`config.mk`:
```
export PLATFORM = sky130hd
export DESIGN_NAME = irq_bid_arbiter
export DESIGN_NICKNAME = d
export VERILOG_FILES = /design/src/rtl/irq_arb_pkg.sv /design/src/rtl/irq_src_elig.sv /design/src/rtl/irq_max_pick.sv /design/src/rtl/irq_bid_arbiter.sv
export SDC_FILE = /design/constraint.sdc
export NUM_CORES = 1
export LEC_CHECK = 0
export ABC_AREA = 0
export BUFFER_PORTS_ARGS = -buffer_cell sky130_fd_sc_hd__buf_2
export CAP_MARGIN = 5
export CORE_ASPECT_RATIO = 0.75
export CORE_UTILIZATION = 45
export DETAILED_ROUTE_END_ITERATION = 8
export PLACE_DENSITY = 0.81
export SLEW_MARGIN = 20
export SYNTH_ARGS = -nofsm -noshare
export SYNTH_HDL_FRONTEND = slang
export SYNTH_SLANG_ARGS = --single-unit
```
`constraint.sdc`:
```
create_clock -name clk -period 35.5 [get_ports clk]
set_clock_uncertainty 0.05 [all_clocks]
set_input_delay 5.325 -clock clk [delete_from_list [all_inputs] [get_ports clk]]
set_output_delay 5.325 -clock clk [all_outputs]
set_load 0.02 [all_outputs]
```
`src/rtl/irq_arb_pkg.sv`:
```
package irq_arb_pkg;
  typedef enum logic [1:0] {
    VEC_NONE  = 2'b00,
    VEC_PLAIN = 2'b01,
    VEC_CHAN  = 2'b10,
    VEC_FULL  = 2'b11
  } vec_mode_e;
endpackage

```
`src/rtl/irq_src_elig.sv`:
```
module irq_src_elig #(
  parameter int NUM_SRC = 8,
  parameter int BID_W   = 8,
  parameter bit CHAN    = 1'b0,
  localparam int SRC_W  = $clog2(NUM_SRC),
  localparam int KEY_W  = BID_W + 1 + SRC_W
) (
  input  logic [NUM_SRC-1:0]       sts,
  input  logic [NUM_SRC-1:0]       mask,
  input  logic [NUM_SRC*BID_W-1:0] bid_cfg,
  output logic [NUM_SRC-1:0]       elig,
  output logic [NUM_SRC*KEY_W-1:0] keys
);
  for (genvar i = 0; i < NUM_SRC; i++) begin : g_src
    assign elig[i] = sts[i] & mask[i];
    assign keys[i*KEY_W +: KEY_W] = {bid_cfg[i*BID_W +: BID_W], CHAN, SRC_W'(i)};
  end
endmodule

```
`src/rtl/irq_max_pick.sv`:
```
module irq_max_pick #(
  parameter int N     = 16,
  parameter int KEY_W = 12
) (
  input  logic [N-1:0]       vld,
  input  logic [N*KEY_W-1:0] keys,
  output logic               win_vld,
  output logic [KEY_W-1:0]   win_key
);
  always_comb begin
    win_vld = 1'b0;
    win_key = '0;
    for (int i = 0; i < N; i++) begin
      if (vld[i] && (!win_vld || keys[i*KEY_W +: KEY_W] > win_key)) begin
        win_vld = 1'b1;
        win_key = keys[i*KEY_W +: KEY_W];
      end
    end
  end
endmodule

```
`src/rtl/irq_bid_arbiter.sv`:
```
module irq_bid_arbiter #(
  parameter int NUM_SRC = 8,
  parameter int BID_W   = 8,
  parameter int VEC_W   = 8,
  localparam int SRC_W  = $clog2(NUM_SRC),
  localparam int KEY_W  = BID_W + 1 + SRC_W
) (
  input  logic                     clk,
  input  logic                     rst,
  input  logic [NUM_SRC-1:0]       sts_a,
  input  logic [NUM_SRC-1:0]       sts_b,
  input  logic [1:0]               mask_wr,
  input  logic [NUM_SRC-1:0]       mask_wdata,
  input  logic [NUM_SRC*BID_W-1:0] bid_cfg,
  input  logic [BID_W-1:0]         threshold,
  input  logic [1:0]               vec_mode,
  input  logic [VEC_W-1:0]         vec_base,
  input  logic                     iack,
  input  logic                     upd_cmd,
  output logic                     irq_n,
  output logic                     cir_valid,
  output logic                     cir_chan,
  output logic [SRC_W-1:0]         cir_type,
  output logic [BID_W-1:0]         cir_bid,
  output logic [VEC_W-1:0]         vector
);
  import irq_arb_pkg::*;

  logic [NUM_SRC-1:0]         mask_a, mask_b;
  logic [2*NUM_SRC-1:0]       elig;
  logic [2*NUM_SRC*KEY_W-1:0] keys;
  logic                       win_vld;
  logic [KEY_W-1:0]           win_key;
  logic [BID_W-1:0]           win_bid;
  logic                       win_chan;
  logic [SRC_W-1:0]           win_idx;
  logic                       win_hit;
  logic                       capture;
  logic [VEC_W-1:0]           vec_next;

  always_ff @(posedge clk) begin
    if (rst) begin
      mask_a <= '0;
      mask_b <= '0;
    end else begin
      if (mask_wr[0]) mask_a <= mask_wdata;
      if (mask_wr[1]) mask_b <= mask_wdata;
    end
  end

  irq_src_elig #(.NUM_SRC(NUM_SRC), .BID_W(BID_W), .CHAN(1'b0)) u_elig_a (
    .sts(sts_a), .mask(mask_a), .bid_cfg(bid_cfg),
    .elig(elig[NUM_SRC-1:0]), .keys(keys[NUM_SRC*KEY_W-1:0]));

  irq_src_elig #(.NUM_SRC(NUM_SRC), .BID_W(BID_W), .CHAN(1'b1)) u_elig_b (
    .sts(sts_b), .mask(mask_b), .bid_cfg(bid_cfg),
    .elig(elig[2*NUM_SRC-1:NUM_SRC]), .keys(keys[2*NUM_SRC*KEY_W-1:NUM_SRC*KEY_W]));

  irq_max_pick #(.N(2*NUM_SRC), .KEY_W(KEY_W)) u_pick (
    .vld(elig), .keys(keys), .win_vld(win_vld), .win_key(win_key));

  assign win_bid  = win_key[KEY_W-1 -: BID_W];
  assign win_chan = win_key[SRC_W];
  assign win_idx  = win_key[SRC_W-1:0];
  assign win_hit  = win_vld && (win_bid > threshold);
  assign capture  = iack || upd_cmd;

  always_comb begin
    vec_next = '1;
    if (win_hit) begin
      case (vec_mode_e'(vec_mode))
        VEC_NONE:  vec_next = '1;
        VEC_PLAIN: vec_next = vec_base;
        VEC_CHAN:  vec_next = {vec_base[VEC_W-1:1], win_chan};
        VEC_FULL:  vec_next = {vec_base[VEC_W-1:VEC_W-3], 4'(win_idx), win_chan};
        default:   vec_next = '1;
      endcase
    end
  end

  always_ff @(posedge clk) begin
    if (rst) begin
      irq_n     <= 1'b1;
      cir_valid <= 1'b0;
      cir_chan  <= 1'b0;
      cir_type  <= '0;
      cir_bid   <= '0;
      vector    <= '1;
    end else begin
      irq_n <= !win_hit;
      if (capture) begin
        cir_valid <= win_hit;
        cir_chan  <= win_chan;
        cir_type  <= win_idx;
        cir_bid   <= win_bid;
        vector    <= vec_next;
      end
    end
  end

  assert_mask_reset_R6: assert property (@(posedge clk)
    $past(rst) |-> (mask_a == '0 && mask_b == '0));

  assert_irq_thresh_R3: assert property (@(posedge clk) disable iff (rst)
    !irq_n |-> $past(win_vld && (win_bid > threshold)));

  assert_cir_hold_R4: assert property (@(posedge clk) disable iff (rst)
    !capture |=> ($stable(cir_valid) && $stable(cir_bid) && $stable(cir_type)
                  && $stable(cir_chan) && $stable(vector)));

  assert_vec_none_R5: assert property (@(posedge clk) disable iff (rst)
    (capture && vec_mode == 2'b00) |=> (vector == '1));

  assert_masked_quiet_R1: assert property (@(posedge clk) disable iff (rst)
    (mask_a == '0 && mask_b == '0) |=> irq_n);
endmodule

```
==> results.tsv <==
metric	value	unit
cap_violations	0	
synth_nets	1149	
synth.distinct_cells	73	
crit_path_max_incr_delay	0.43	ns
htreeDepth	2	
cts_sinks	38	
max_freq	29.20	MHz
setup_slack	1.250	ns
clk_path_buf_depth	2	
grt_remaining_overflow	0	
synth_edf_count	0	
final_cell_area	8537	sq um
routed_via_density	6.114	
vdd_drop_max	0.02443	mV
wl_per_cell	18.34	um
gp_routability_congestion	0.9926	
final_max_slew_viol_count	0	
drc_errors	0	
arrival	34.36	ns
min-delay-path-class	reg2reg	
grt_pass1_wl	36140	um
drtAntennaViolNets	0	
vias	7936	
syn-instance-count	922	
relSlewSlack	41.16	%
grt_max_degree	43	
totalWireLength	23810	um
status	completed	
cp-start-kind	input port	
slowest_stage	a2bb2oi_1	
required	35.61	ns
io_pins	134	
dieArea	15470	sq um
cts_root_buf	clkbuf_16	
synthArstFlopShare	0	%
die_h	108.0	um
gr-usage-all-layers	30.04	%
yosysSeqAreaShare	11.29	%
hpwl	19100	um
power	292.5	uW
drive_above_1_share	27.35	%
hold_ws	0.4083	ns
power_density	34.26	nW/um^2
leakage	3.928	nW
hold_violations	0	
critical_path.most_common_cell	ha_1	
clk_latency	0.29	ns
yosys_warnings	0	
fin_crit_sh	96.48	%
setup_viol	0	
avgSynthCellArea	7.306	sq um
synth-seq-cells	38	
tritoncts	done	
grt_pass1_vias	6919	
synth_flop_cell	dfxtp_1	
min_period	34.25	ns
worst_slew_pin_slew	0.8753	ns
initial_core_util	46.30	%
cp_max_fo	11	
dp_slack	-0.6435	ns
area.growth.synth_to_final	26.73	%
placed_area	7690	sq um
io_buffers	133	
cts.reportedPaths.clkPinSlew	0.06	ns
antenna_found_initial	1	
synth_top_area_share	21.36	%
core-area	14550	sq um
end_kind	register	
crit_type	in2reg	
row_count	38	
syn_area	6736	sq um
synth_area_leader_cell	ha_1	
drt_iter0_markers	896	
die_x	143.3	um
first_pass_iters	7	
nets	1323	
post_synth_main_area_contributors	ha_1 (21%), dfxtp_1 (11%), mux2i_1 (5.5%), nor2_1 (5.3%), nand2_1 (5.2%)	
cts_inserted_buffers	5	
setup-tns-final	0	ns
nFillCells	1352	
synthesized netlist by cell type (all sizes together) (2+ instances only):
master and n:
nor3 22, o211a 3, o2111ai 2, clkbuf 24, o21a 23, or3 5
ha 115, a31oi 23, mux2 12, a222oi 2, a221oi 3, o211ai 8
o21ai 68, a211oi 14, nand3 18, nor2 97, a21oi 55, o221a 6
o2bb2ai 2, a2111o 2, nor2b 8, and3 3, a31o 9, buf 6
nand3b 2, o21bai 2, dfxtp 38, a2111oi 3, o31ai 20, a21o 27
and2 14, or2 9, nand2b 23, o22ai 12, mux2i 37, nor4b 3
and4 3, nand2 95, a311oi 5, inv 56, nand4 16, nor3b 2
a211o 11
final cells by class:
type	instances	area [sq um]	share of cell area (%)
Multi-Input combinational cell	798	5949	69.69
Inverter	56	210.2	2.462
Sequential cell	38	760.7	8.911
Clock inverter	3	68.82	0.8061
Tap cell	200	250.2	2.931
Clock buffer	5	125.1	1.466
Timing Repair Buffer	197	1170	13.70
Antenna cell	1	2.502	0.02931
per-layer routing:
metal | share of wire (%) | global-route usage, % | vias up
met1 | 45 | 43.37 | 3649
met2 | 42 | 44.32 | 429
met3 | 12 | 8.105 | 43
met4 | 1.4 | 5.851 | 0
met5 | 0 | 0 | -
li1 | - | - | 3815
critical path, delay by kind of cell:
kind | cells | cell delay (ns)
AOI/OAI and AO/OA | 78 | 15.74
and+or+nand+nor | 41 | 5.71
adders and majority gates | 16 | 4.45
buffers and inverters | 16 | 2.21
muxes | 3 | 0.83
stage by stage:
step / utilization [%] / instances
detailed placement: 52.86 / 1247
floorplan: - / 922
global route: 58.68 / 1298
CTS: 54.35 / 1255
global placement: 52.86 / 1247
finish: 58.68 / 1298
state kept, by name, indices dropped and copies added, names as in the netlist:
signal,count
cir_bid,8
mask_a,8
mask_b,8
vector,8
cir_type,3
cir_chan,1
cir_valid,1
irq_n,1
cell usage in the layout, fill, tap and decap left out, drive strengths merged, types with 11 or more instances in the layout:
| cell type | n |
|---|---|
| nor3 | 22 |
| dfxtp | 38 |
| mux2 | 12 |
| nand3 | 18 |
| mux2i | 37 |
| o21ai | 68 |
| inv | 56 |
| o31ai | 20 |
| buf | 197 |
| a211oi | 14 |
| and2 | 14 |
| ha | 115 |
| nor2 | 97 |
| a21oi | 55 |
| a21o | 27 |
| a211o | 11 |
| nand4 | 16 |
| o22ai | 12 |
| o21a | 23 |
| a31oi | 23 |
| nand2 | 95 |
| nand2b | 23 |
where the power goes:
group	total [mW]	internal [mW]	switching (mW)
Combinational	0.182	0.0783	0.104
Sequential	0.0508	0.0477	0.00308
Clock	0.0595	0.0404	0.0191
Total	0.293	0.166	0.126
what timing repair did:
action	in CTS	in global routing
buffers inserted	0	42
hold buffers	0	0
pin swaps	0	25
setup endpoints to repair	8	22
resized for setup	8	72
worst paths after layout:
kind / slack (ns) / from / depth (start not counted) / endpoint
setup / recovery: 1.25 / sts_a[0] / 154 / vector[0]
hold / removal: 0.41 / cir_valid / 2 / cir_valid
setup reg to reg: 5.91 / mask_a[0] / 153 / vector[0]
hold reg to reg: 0.41 / cir_valid / 2 / cir_valid
cells by family after synthesis:
kind of cell / after synthesis / synth area share (%)
AO/OA/AOI/OAI: 311 / 31.74
adder cells (fa/ha/maj): 116 / 21.51
buffers and inverters: 86 / 5.015
flip-flops: 38 / 11.29
multiplexers: 49 / 7.504
AND/OR/NAND/NOR: 322 / 22.94
Note: power is estimated with default switching activity, not from simulation.
